**config.mk**
```make
export PLATFORM = sky130hd
export DESIGN_NAME = req_router
export DESIGN_NICKNAME = d
export VERILOG_FILES = /design/src/rtl/router_pkg.sv /design/src/rtl/desc_bank.sv /design/src/rtl/cfg_hop.sv /design/src/rtl/out_stage.sv /design/src/rtl/req_router.sv
export SDC_FILE = /design/constraint.sdc
export NUM_CORES = 1
export LEC_CHECK = 0
export BUFFER_PORTS_ARGS = -buffer_cell sky130_fd_sc_hd__clkbuf_2
export CORE_UTILIZATION = 50
export DETAILED_ROUTE_END_ITERATION = 8
export PLACE_DENSITY = 0.75
export SYNTH_ARGS = -nofsm -noshare
export SYNTH_HDL_FRONTEND = slang
export SYNTH_SLANG_ARGS = --single-unit
```
**constraint.sdc**
```tcl
create_clock -name clk -period 13.85 [get_ports clk]
set_input_delay 0.6925 -clock clk [delete_from_list [all_inputs] [get_ports clk]]
set_output_delay 0.6925 -clock clk [all_outputs]
set_load 0.01 [all_outputs]
```
**src/rtl/router_pkg.sv**
```systemverilog
// Package: shared space codes for the request router.
// Assumes a 2-bit space field on the request.
package router_pkg;
    typedef enum logic [1:0] {
        SP_MEM = 2'd0,
        SP_IO  = 2'd1,
        SP_CFG = 2'd2,
        SP_RSV = 2'd3
    } space_e;
endpackage

```
**src/rtl/desc_bank.sv**
```systemverilog
// desc_bank: a bank of N base/mask/enable/port descriptors with a
// lowest-index-wins address match.
// Assumes writes load a whole descriptor; an index at or above N is dropped.
module desc_bank #(
    parameter int N     = 4,
    parameter int AW    = 32,
    parameter int PW    = 3,
    parameter int IDX_W = 2
) (
    input  logic             clk,
    input  logic             rst_n,
    input  logic             wr_en,
    input  logic [IDX_W-1:0] wr_idx,
    input  logic             wr_enable,
    input  logic [AW-1:0]    wr_base,
    input  logic [AW-1:0]    wr_mask,
    input  logic [PW-1:0]    wr_port,
    input  logic [AW-1:0]    lk_addr,
    output logic             hit,
    output logic [PW-1:0]    hit_port
);
    logic [AW-1:0] base_q [N];
    logic [AW-1:0] mask_q [N];
    logic [PW-1:0] port_q [N];
    logic [N-1:0]  en_q;
    logic [N-1:0]  match;

    // Load the addressed descriptor; reset clears every enable.
    always_ff @(posedge clk) begin
        for (int k = 0; k < N; k++) begin
            if (!rst_n) begin
                en_q[k]   <= 1'b0;
                base_q[k] <= '0;
                mask_q[k] <= '0;
                port_q[k] <= '0;
            end else if (wr_en && wr_idx == IDX_W'(k)) begin
                en_q[k]   <= wr_enable;
                base_q[k] <= wr_base;
                mask_q[k] <= wr_mask;
                port_q[k] <= wr_port;
            end
        end
    end

    // One comparator for each descriptor.
    for (genvar g = 0; g < N; g++) begin : g_cmp
        // Masked equality for descriptor g.
        always_comb match[g] = en_q[g] && ((lk_addr & mask_q[g]) == (base_q[g] & mask_q[g]));
    end

    // Priority pick: the lowest matching index wins.
    always_comb begin
        hit      = 1'b0;
        hit_port = '0;
        for (int k = N - 1; k >= 0; k--) begin
            if (match[k]) begin
                hit      = 1'b1;
                hit_port = port_q[k];
            end
        end
    end
endmodule

```
**src/rtl/cfg_hop.sv**
```systemverilog
// cfg_hop: takes the leading hop from a configuration path and shifts the
// path by one hop.
// Assumes the path occupies the top HOPS*PW address bits and the register
// select occupies the rest.
module cfg_hop #(
    parameter int AW   = 32,
    parameter int PW   = 3,
    parameter int HOPS = 6
) (
    input  logic [AW-1:0] addr,
    output logic [PW-1:0] hop,
    output logic [AW-1:0] fwd_addr
);
    localparam int PATH_W = HOPS * PW;
    localparam int REG_W  = AW - PATH_W;

    // Leading hop and the rewritten address (unchanged when the hub is the target).
    always_comb begin
        hop = addr[AW-1 -: PW];
        if (hop == '0)
            fwd_addr = addr;
        else
            fwd_addr = {addr[AW-PW-1:REG_W], {PW{1'b0}}, addr[REG_W-1:0]};
    end
endmodule

```
**src/rtl/out_stage.sv**
```systemverilog
// out_stage: a single registered valid/ready stage.
// Assumes the upstream holds its data while ready is low.
module out_stage #(
    parameter int DW = 8
) (
    input  logic          clk,
    input  logic          rst_n,
    input  logic          in_valid,
    output logic          in_ready,
    input  logic [DW-1:0] in_data,
    output logic          out_valid,
    input  logic          out_ready,
    output logic [DW-1:0] out_data
);
    // Accept when empty or when the held entry leaves this cycle.
    always_comb in_ready = !out_valid || out_ready;

    // Capture an accepted entry; drop the held entry once it is taken.
    always_ff @(posedge clk) begin
        if (!rst_n) begin
            out_valid <= 1'b0;
            out_data  <= '0;
        end else if (in_ready) begin
            out_valid <= in_valid;
            if (in_valid)
                out_data <= in_data;
        end
    end
endmodule

```
**src/rtl/req_router.sv**
```systemverilog
// req_router: picks the output port for each request on an eight-port hub.
// Memory and I/O requests use descriptor banks, configuration requests use
// hop paths, and misses go to a fixed default port.
// Assumes port 0 is the hub itself; one registered output stage.
module req_router #(
    parameter int NUM_PORTS    = 8,
    parameter int PW           = $clog2(NUM_PORTS),
    parameter int AW           = 32,
    parameter int IO_W         = 20,
    parameter int BE_W         = 4,
    parameter int MEM_DESCS    = 4,
    parameter int IO_DESCS     = 4,
    parameter int IDX_W        = $clog2((MEM_DESCS > IO_DESCS) ? MEM_DESCS : IO_DESCS),
    parameter int HOPS         = 6,
    parameter int DEFAULT_PORT = 4
) (
    input  logic             clk,
    input  logic             rst_n,
    input  logic             in_valid,
    output logic             in_ready,
    input  logic [1:0]       in_space,
    input  logic [AW-1:0]    in_addr,
    input  logic [BE_W-1:0]  in_be,
    output logic             out_valid,
    input  logic             out_ready,
    output logic [PW-1:0]    out_port,
    output logic [1:0]       out_space,
    output logic [AW-1:0]    out_addr,
    output logic [BE_W-1:0]  out_be,
    input  logic             cfg_we,
    input  logic             cfg_io,
    input  logic [IDX_W-1:0] cfg_idx,
    input  logic             cfg_en,
    input  logic [AW-1:0]    cfg_base,
    input  logic [AW-1:0]    cfg_mask,
    input  logic [PW-1:0]    cfg_port
);
    import router_pkg::*;

    localparam int DW = PW + 2 + AW + BE_W;
    localparam logic [PW-1:0] DEF_P = PW'(DEFAULT_PORT);

    logic            mem_hit, io_hit;
    logic [PW-1:0]   mem_port, io_port, hop;
    logic [AW-1:0]   cfg_addr;
    logic [PW-1:0]   sel_port;
    logic [AW-1:0]   sel_addr;
    logic [DW-1:0]   stage_in, stage_out;

    desc_bank #(.N(MEM_DESCS), .AW(AW), .PW(PW), .IDX_W(IDX_W)) u_mem (
        .clk(clk), .rst_n(rst_n),
        .wr_en(cfg_we && !cfg_io), .wr_idx(cfg_idx), .wr_enable(cfg_en),
        .wr_base(cfg_base), .wr_mask(cfg_mask), .wr_port(cfg_port),
        .lk_addr(in_addr), .hit(mem_hit), .hit_port(mem_port)
    );

    desc_bank #(.N(IO_DESCS), .AW(IO_W), .PW(PW), .IDX_W(IDX_W)) u_io (
        .clk(clk), .rst_n(rst_n),
        .wr_en(cfg_we && cfg_io), .wr_idx(cfg_idx), .wr_enable(cfg_en),
        .wr_base(cfg_base[IO_W-1:0]), .wr_mask(cfg_mask[IO_W-1:0]), .wr_port(cfg_port),
        .lk_addr(in_addr[IO_W-1:0]), .hit(io_hit), .hit_port(io_port)
    );

    cfg_hop #(.AW(AW), .PW(PW), .HOPS(HOPS)) u_hop (
        .addr(in_addr), .hop(hop), .fwd_addr(cfg_addr)
    );

    // Choose the port and the forwarded address by space.
    always_comb begin
        unique case (space_e'(in_space))
            SP_MEM: begin
                sel_port = mem_hit ? mem_port : DEF_P;
                sel_addr = in_addr;
            end
            SP_IO: begin
                sel_port = io_hit ? io_port : DEF_P;
                sel_addr = {{(AW-IO_W){1'b0}}, in_addr[IO_W-1:0]};
            end
            SP_CFG: begin
                sel_port = hop;
                sel_addr = cfg_addr;
            end
            default: begin
                sel_port = DEF_P;
                sel_addr = in_addr;
            end
        endcase
    end

    // Pack the routed request for the output register.
    always_comb stage_in = {sel_port, in_space, sel_addr, in_be};

    out_stage #(.DW(DW)) u_out (
        .clk(clk), .rst_n(rst_n),
        .in_valid(in_valid), .in_ready(in_ready), .in_data(stage_in),
        .out_valid(out_valid), .out_ready(out_ready), .out_data(stage_out)
    );

    // Unpack the registered request onto the output ports.
    always_comb {out_port, out_space, out_addr, out_be} = stage_out;
endmodule

```
# Word-level counts from Yosys, hierarchy flattened
# Memory sizes are Yosys's and may differ from the RTL's.
# Index checks and enable logic that the tools add are counted.
# word_totals
regBits,50
latchBits,0
mem_bits_rw,440
mem_bits_ro,0
inputBits,114
out_inout_bits,43
word_cells,164
n_memories,6
# op_classes
add_sub_neg,0
n_mul,0
div,0
n_lt_le_gt_ge,0
n_eq_ne,13
n_shift,0
n_mux,70
bitwise_logic,40
n_reduce_logical,25
# memory_table
memory,depth,word_bits,read_ports,rd_clocked_by_memory_dff,wr,line,text
u_mem.base_q,4,32,4,0,4,desc_bank.sv:22,logic [AW-1:0] base_q [N];
u_mem.mask_q,4,32,4,0,4,desc_bank.sv:23,logic [AW-1:0] mask_q [N];
u_io.base_q,4,20,4,0,4,desc_bank.sv:22,
u_io.mask_q,4,20,4,0,4,desc_bank.sv:23,
u_io.port_q,4,3,4,0,4,desc_bank.sv:24,logic [PW-1:0] port_q [N];
u_mem.port_q,4,3,4,0,4,desc_bank.sv:24,
# ops
op,count
$mux W32,9
$and A32 B32 Y32,8
$and A20 B20 Y20,8
$mux W20,8
$eq A32 B32 Y1,4
$eq A20 B20 Y1,4
$pmux W32 S2,1
$mux W3,18
$mux W1,33
$or A1 B1 Y1,24
$logic_and A1 B1 Y1,18
$pmux W3 S3,1
$eq A2 B2 Y1 const B,3
$eq A2 B1 Y1 const B,2
$logic_not A2 Y1,2
$logic_not A3 Y1,1
$logic_not A1 Y1,2
$reduce_and A2 Y1,1
$logic_or A1 B1 Y1,1

# Longest topological paths before layout
# Gate-level depths: netlist (run 1).
# logic_depth
word_depth,9
mapped_depth,9
depth_no_buf,8

# Cells and area by module
# Synthesis (run 1) repeated with hierarchy kept, for this count alone.
# unflattened
cells_unflattened,1649
area_unflattened_um2,22310.1
# by_module_without_submodules
module,instances,cells_per_inst,area_per_inst_um2,seq_area_each_um2
desc_bank at u_mem,1,827,11942.7,8127.8
desc_bank at u_io,1,541,7773.7,5245.0
out_stage,1,183,1720.4,840.8
req_router,1,61,519.2,0.0
cfg_hop,1,37,354.1,0.0

# Least setup slack after synthesis (run 1)
# No wires, ideal clock.
# synth_timing
kind,in2reg
startpoint,input cfg_io
endpoint,"memory u_mem.base_q[0][0], enable pin"
setup_ns,0.586
arrival_time_ns,5.958
required_ns,13.264
setup_slack_ns,7.305
cell_stages,2
n_path_buf,0
cell_sequence,or3b_2 o21ai_0
# synth_lines
item,line,text
start: declaration,req_router.sv:31,"input logic cfg_io,"
end: declaration,desc_bank.sv:22,

# Final worst setup path (run 1)
# layout_timing
startpoint,input in_addr[8]
endpoint,register u_out.out_data[38]
# layout_via
elab_chain_cells,9
word_cells_on_any_way,43
cone_classes,8 x eq/ne; 19 x mux; 8 x bitwise; 8 x reduce/logical
# layout_rtl
item,line,text
start: declaration,req_router.sv:22,"input logic [AW-1:0] in_addr,"
$and A32 B32 Y32 / $and A20 B20 Y20 (equally long branches),desc_bank.sv:48,always_comb match[g] = en_q[g] && ((lk_addr & mask_q[g]) == (base_q[g] & mask_q[g]));
$eq A32 B32 Y1 / $eq A20 B20 Y1 (equally long branches),desc_bank.sv:48,
$logic_and A1 B1 Y1,desc_bank.sv:48,
$mux W3 / $mux W1 (equally long branches) (4 in a row),desc_bank.sv:56,if (match[k]) begin
$mux W3 (on tied branches),"req_router.sv:72, req_router.sv:76",
$pmux W3 S3 (*),req_router.sv:70,unique case (space_e'(in_space))
end signal: assignment,out_stage.sv:26,out_data <= in_data;
end: declaration,out_stage.sv:13,output logic [DW-1:0] out_data
# Every way passes the cells marked *; elsewhere a longest branch is shown, timed or not.
# A chain may end at the register's enable or synchronous reset.

==> run metrics, run 1 <==
Seq/Total Area, Yosys=65.4%; postcts setup bufs=0; number of synthesized flops with an enable pin=440; Pwr per Cell Area=134 mW/mm^2; Cell variety after synth=54; Synth area leaders=edfxtp_1 (61%), and2_1 (13%), xor2_1 (8.4%); Max-Cap Viols=0; area grow syn2layout=13.4%; io pins=157; syn avg cell area=13.3 um^2; Crit-path slowest cell=a222oi_1; Max IR drop VDD=0.0731 mV; # rows=76; Compound-Gate Fraction of Synth Area=6.94%; DP Area=0.0231 mm^2; pin count of the biggest net entering global routing=69; via/cell ratio=5.63; NetSw=792 uW; Clock Path Buffers=3; area share of the largest cell type after synthesis=60.8%; flop and latch count out of synthesis=490; Comb power frac=8.8%; drt drc=0; Most used DFF post-synth=edfxtp_1; area share of fa/ha/maj cells after synthesis=0.230%; Ys Warns=0; status=finished clean; design area=0.0246 mm^2; global-route wire length before repair=84.9 mm; Clock Power Share=38.6%; crit-path max cell delay=780 ps; die width=210 um; pin slew with the least headroom to its limit=1080 ps; fin crit period=3120 ps; Setup-failing EPs final=0; FFs w/ async S/R, synth=0%; # port buffers=156; Root Driver=clkbuf_16; xor and xnor area share after synthesis=8.38%; core area=0.0430 mm^2; clock sinks=490; Antenna Nets Post-Route=0; Final period util=22.5%; DIE AREA=0.0443 mm^2; clk_lat worst skew=590 ps; internal power=2520 uW; Synth Cell Area=0.0217 mm^2; maximum clock rate=0.321 GHz; post-synthesis simple-gate area fraction=16.7%; Setup CP Type=input pin to flop; Tot Pwr=3310 uW; CTS Buf Count=50; post-synth net total=1746; fin nets=1879; GR Overflow Total=0; max-slew violations=0; vias in the first global route=13000; WL per Instance=24.8 um; CTS tree=yes; Mapped Cells=1628; clock-pin transition on the worst setup and hold timing paths=60 ps; worst min path class=input pin to flop; multiplexer share of the synthesized area=0.0921%; critical path peak fanout=9; initial core utilization=50.6%; cts hold-fix bufs=0; Relative slew margins=28.3%; Iter 0 DRT Violations=1398; Clock Skews=32.3 ps; Setup TNS Final=0 ps; Setup crit end kind=flop; main combinational cell family by area after synthesis=simple AND/OR/NAND/NOR gates; CP Launch Type=input pin; Pre-Repair DR Iteration Count=5; Reg power frac=52.6%; gr usage total=26.9%; Vias=13500; Static Leak=0.00925 uW; # H-tree levels=2; RSZ-0062 raised after global routing=false; GP Congestion=0.924; top-count cell post-synth=and2_1; DP Wirelength=39.3 mm; Hold Violations, Final=0; Post-synth top cells=and2_1 (443), edfxtp_1 (440), xor2_1 (208); Worst Path Required=14370 ps; Arrival @ worst endpoint=3640 ps; initial antenna violation count=4; Die Y=210 um; Post-CTS Resized=0; Synth area leader=edfxtp_1; CP Cell Sequence=clkbuf_2 -> xor2_1 -> a222oi_1 -> nand4_1 -> or4_4 -> a41o_1 -> a2111o_1 -> o21ai_2; layout cells sized above 1=15.0%; total wire length=59.3 mm; Sw Share=23.9%
## sequential cells by signal, indices dropped and copies added (netlist names), 12 cells and up
register / flops
u_io.base_q: 80
u_io.mask_q: 80
u_io.port_q: 12
u_mem.base_q: 128
u_mem.mask_q: 128
u_mem.port_q: 12
u_out.out_data: 41
## cells by family after synthesis
logic type,Yosys count
and+or+nand+nor,612
DFF,490
buffers and inverters,114
adders and majority gates,4
xor gates and xnor gates,208
muxes,2
AOI/OAI and AO/OA,198
## metal layers
metal / share of wire (%) / up-vias / GRT usage, %
met1: 40 / 6629 / 35.7
met4: 3.7 / 2 / 11.2
met2: 48 / 659 / 43.7
met3: 8.9 / 119 / 4.93
met5: 0.020 / - / 0
li1: - / 6046 / -
## power by group through the flow
stage               Clock, uW  Sequential [uW]  Combinational (uW)
detailed placement          0             1780                 288
finish                   1280             1740                 291
floorplan                   0             1780                 151
global route             1340             1750                 309
global placement            0             1770                 284
CTS                      1290             1740                 290
## stage by stage
stage                     instances  hold slack (ps)  utilization [%]  setup slack (ps)
final                          2388              337             57.3             10740
after global routing           2388              355             57.3             10560
after global placement         2294              450             53.7             10000
after CTS                      2387              315             57.3             10710
after detailed placement       2294              462             53.7             10100
after floorplan                1628              451                -              7310
## critical path, delay by kind of cell
family	cells	cell delay, ps
AO/OA/AOI/OAI	4	1450
XOR/XNOR	1	260
buffers and inverters	1	310
AND/OR/NAND/NOR	2	910
## cells in the final DEF (no fill, tap or decap), types with 5 or more instances in the layout
master,count
a21boi_0,22
a21oi_1,11
a221oi_1,18
a222oi_1,8
a22o_1,17
a22oi_1,81
and2_1,443
and3_1,6
buf_4,20
clkbuf_1,13
clkbuf_16,50
clkbuf_2,156
clkinv_1,12
clkinv_2,8
dfxtp_1,50
edfxtp_1,440
inv_1,19
nand2_1,58
nand3_1,15
nand4_1,16
nor2_1,18
nor3_1,9
nor3b_1,16
nor4_1,5
o21ai_0,12
o21ai_4,8
xor2_1,208
## worst paths after layout
check | to | from | slack [ps] | cells past startpoint
setup / recovery | u_out.out_data[38] | in_addr[8] | 10740 | 8
hold reg to reg | u_out.out_data[0] | u_out.out_data[0] | 470 | 2
setup reg to reg | u_out.out_data[38] | u_mem.base_q[0][8] | 10920 | 7
hold / removal | u_out.out_data[1] | in_be[1] | 340 | 3
## final cells by class
type | instances | area, um^2
Fill cell | 3480 | 18300
Multi-Input combinational cell | 1024 | 7150
Clock buffer | 67 | 1360
Antenna cell | 1 | 2.50
Timing Repair Buffer | 176 | 931
Tap cell | 585 | 732
Sequential cell | 490 | 14200
Clock inverter | 26 | 188
Inverter | 19 | 71.3
No activity file was read; power rests on OpenSTA's default activity.
==> run 2, diff against run 1 <==
- clock period: 13.85 -> 2.93 ns (I/O delays scaled with it)
==> run 2 against run 1 <==
Global-route usage increased by 0.67 points. Setup slack got worse by 11000 ps. Combinational power increased to 5.1 times the previous value. Count of clock-buffer cells in the layout increased by 1. Critical endpoint is now u_out.out_data[39]. Highest routed layer unchanged. Die area unchanged. Flip-flop and latch count unchanged.
==> run metrics, run 2 (synthesis results as in run 1) <==
Place WS=157 ps (-9940 ps); Setup-failing EPs final=0 (unchanged); crit-path max cell delay=500 ps (-280 ps); cts hold-fix bufs=35 (+35); DP Wirelength=40.5 mm (+3.0%); GP Congestion=0.893 (-3.3%); Clock Skews=8.75 ps (-23.5 ps); Setup crit end kind=flop; GR Overflow Total=0 (unchanged); CTS Buf Count=48 (-4.0%); Setup TNS Final=0 ps (unchanged); Comb power frac=9.4% (+0.6 points); WL per Instance=24.5 um (-1.3%); Worst R2R Setup Slack=180 ps (-10740 ps); pin slew with the least headroom to its limit=797 ps (-279 ps); via/cell ratio=5.63 (about the same); total wire length=60.2 mm (+1.6%); initial core utilization=50.6% (unchanged); Iter 0 DRT Violations=1566 (+12%); commonest cells after routing, fill and taps aside=and2_1 (443), edfxtp_1 (440), xor2_1 (208), clkbuf_2 (156), a22oi_1 (81); Pre-Repair DR Iteration Count=6 (+1); vias in the first global route=13600 (+4.4%); Reg power frac=52.7% (about the same); Vias=13800 (+2.8%); global-route wire length before repair=88.2 mm (+3.9%); largest registers=u_mem.base_q (128), u_mem.mask_q (128); internal power=11900 uW (+370%); Pwr per Cell Area=619 mW/mm^2 (+360%); Max-Cap Viols=0 (unchanged); gr usage total=27.6% (+0.67 points); fin nets=1950 (+3.8%); number of diodes=0 (-1); family with the most delay on the worst path=compound AO/OA/AOI/OAI gates; Arrival @ worst endpoint=3270 ps (-370 ps); drt drc=0 (unchanged); worst min path class=input pin to flop; setup ws final=177 ps (-10560 ps); # rows=76 (unchanged); max-slew violations=0 (unchanged); Sw Share=24.0% (+0.063 points); hold path startpoint=cfg_mask[4]; CP Cell Sequence=xor2_1 -> a22oi_1 -> nand4_1 -> or3_1 -> a2111o_1 -> a311o_1 -> a21o_2 -> a21oi_2; Hold Path Sink=u_io.mask_q[0][24]; Post-CTS Resized=0 (unchanged); initial antenna violation count=3 (-1); CTS tree=yes; # H-tree levels=2 (unchanged); pin count of the biggest net entering global routing=69 (unchanged); layout cells sized above 1=16.5% (+1.5 points); NetSw=3750 uW (+370%); Crit-path slowest cell=or3_1; Final period util=94.0%; RR Endpoint=u_out.out_data[39]; Antenna Nets Post-Route=0 (unchanged); clk_lat worst skew=580 ps (about the same); Static Leak=0.00958 uW (+3.6%); DIE AREA=0.0443 mm^2 (unchanged); Relative slew margins=46.6% (+18 points); WHS Path Cells=2 (-1); die width=210 um (unchanged); critical path peak fanout=4 (-5); area of the multi-input gates=0.00715 mm^2 (unchanged); Worst Path Required=3440 ps (-10930 ps); io pins=157 (unchanged); Buf/Inv on CP=0 (-1); Max IR drop VDD=0.447 mV (+510%); commonest non-fill, non-tap cell in the layout=and2_1; Critical R2R Launch=u_mem.base_q[3][9]; Root Driver=clkbuf_16; postcts setup bufs=0 (unchanged); clock sinks=490 (unchanged); Fill cells=3384 (-2.8%); RSZ-0062 raised after global routing=false; maximum clock rate=0.363 GHz; status=finished clean; Seq. cell area=0.0142 mm^2 (unchanged); CP Launch Type=flop; clock-pin transition on the worst setup and hold timing paths=70 ps (about the same); Setup CP Type=flop to flop; Die Y=210 um (unchanged); Tot Pwr=15700 uW (+370%); # port buffers=156 (unchanged); area grow syn2layout=16.4%; Hold Violations, Final=0 (unchanged); R2R cell count=8 (+1); fin crit period=2750 ps; core area=0.0430 mm^2 (unchanged); Clock Power Share=37.9% (-0.7 points); Clock Path Buffers=3 (unchanged)
-- run 2: cell types whose count changed in the layout (fill, tap and decap cells not counted), sizes merged --
| cell | change |
|---|---|
| clkbuf | +1 |
| clkinv | -3 |
| clkinvlp | +1 |
| inv | -1 |
| buf | +38 |
| diode | -1 |
| dlygate4sd3 | +35 |
| bufinv | -1 |
-- run 2: area by class of cell --
class                      count  area share, %
sequential                   490           56.2
multi-input combinational   1024           28.3
timing repair buffer         249           6.44
clock buffer                  68           5.37
tap                          585           2.89
clock inverter                22          0.554
inverter                      19          0.282
-- run 2: stage by stage --
stage / instance area (um^2) / utilization [%] / std cells / hold WS [ps]
6_report: 25300 / 58.9 / 2457 / 4.50
5_1_grt: 25300 / 58.9 / 2457 / 10.2
4_1_cts: 25300 / 58.9 / 2457 / 0.806
3_5_place_dp: 23500 / 54.6 / 2332 / 388
3_3_place_gp: 23500 / 54.6 / 2332 / 382
2_1_floorplan: 21700 / - / 1628 / 285
-- run 2: worst max-delay path by stage --
stage                                   from            endpoint  depth (start not counted)
after CTS                 u_mem.base_q[3][9]  u_out.out_data[39]                          8
after floorplan                       cfg_io  u_mem.base_q[2][0]                          2
after global placement            in_addr[3]  u_out.out_data[39]                          9
final                     u_mem.base_q[3][9]  u_out.out_data[39]                          8
after detailed placement          in_addr[3]  u_out.out_data[39]                          9
after global routing      u_mem.base_q[3][9]  u_out.out_data[39]                          8
-- run 2: power groups by stage --
| stage | sequential (uW) | clock, uW | combinational, uW |
|---|---|---|---|
| global route | 8280 | 6240 | 1560 |
| finish | 8240 | 5940 | 1480 |
| detailed placement | 8390 | 0 | 1420 |
| floorplan | 8390 | 0 | 716 |
| CTS | 8240 | 5970 | 1470 |
| global placement | 8370 | 0 | 1410 |
-- run 2: per-layer routing --
metal  routed length, um  up-vias  global-route usage [%]
li1                    -     6188                       -
met1               24400     6940                    37.2
met2               28800      598                    45.0
met3                4690      109                    4.19
met4                2290        2                    10.9
met5                  13        -                       0
-- run 2: worst reg2reg max path, cell delays in order, from the launching register on --
cell      delay (ps)
edfxtp_1         380
xor2_1           150
a22oi_1          350
nand4_1          210
or3_1            510
a2111o_1         380
a311o_1          370
a21o_2           230
a21oi_2          110
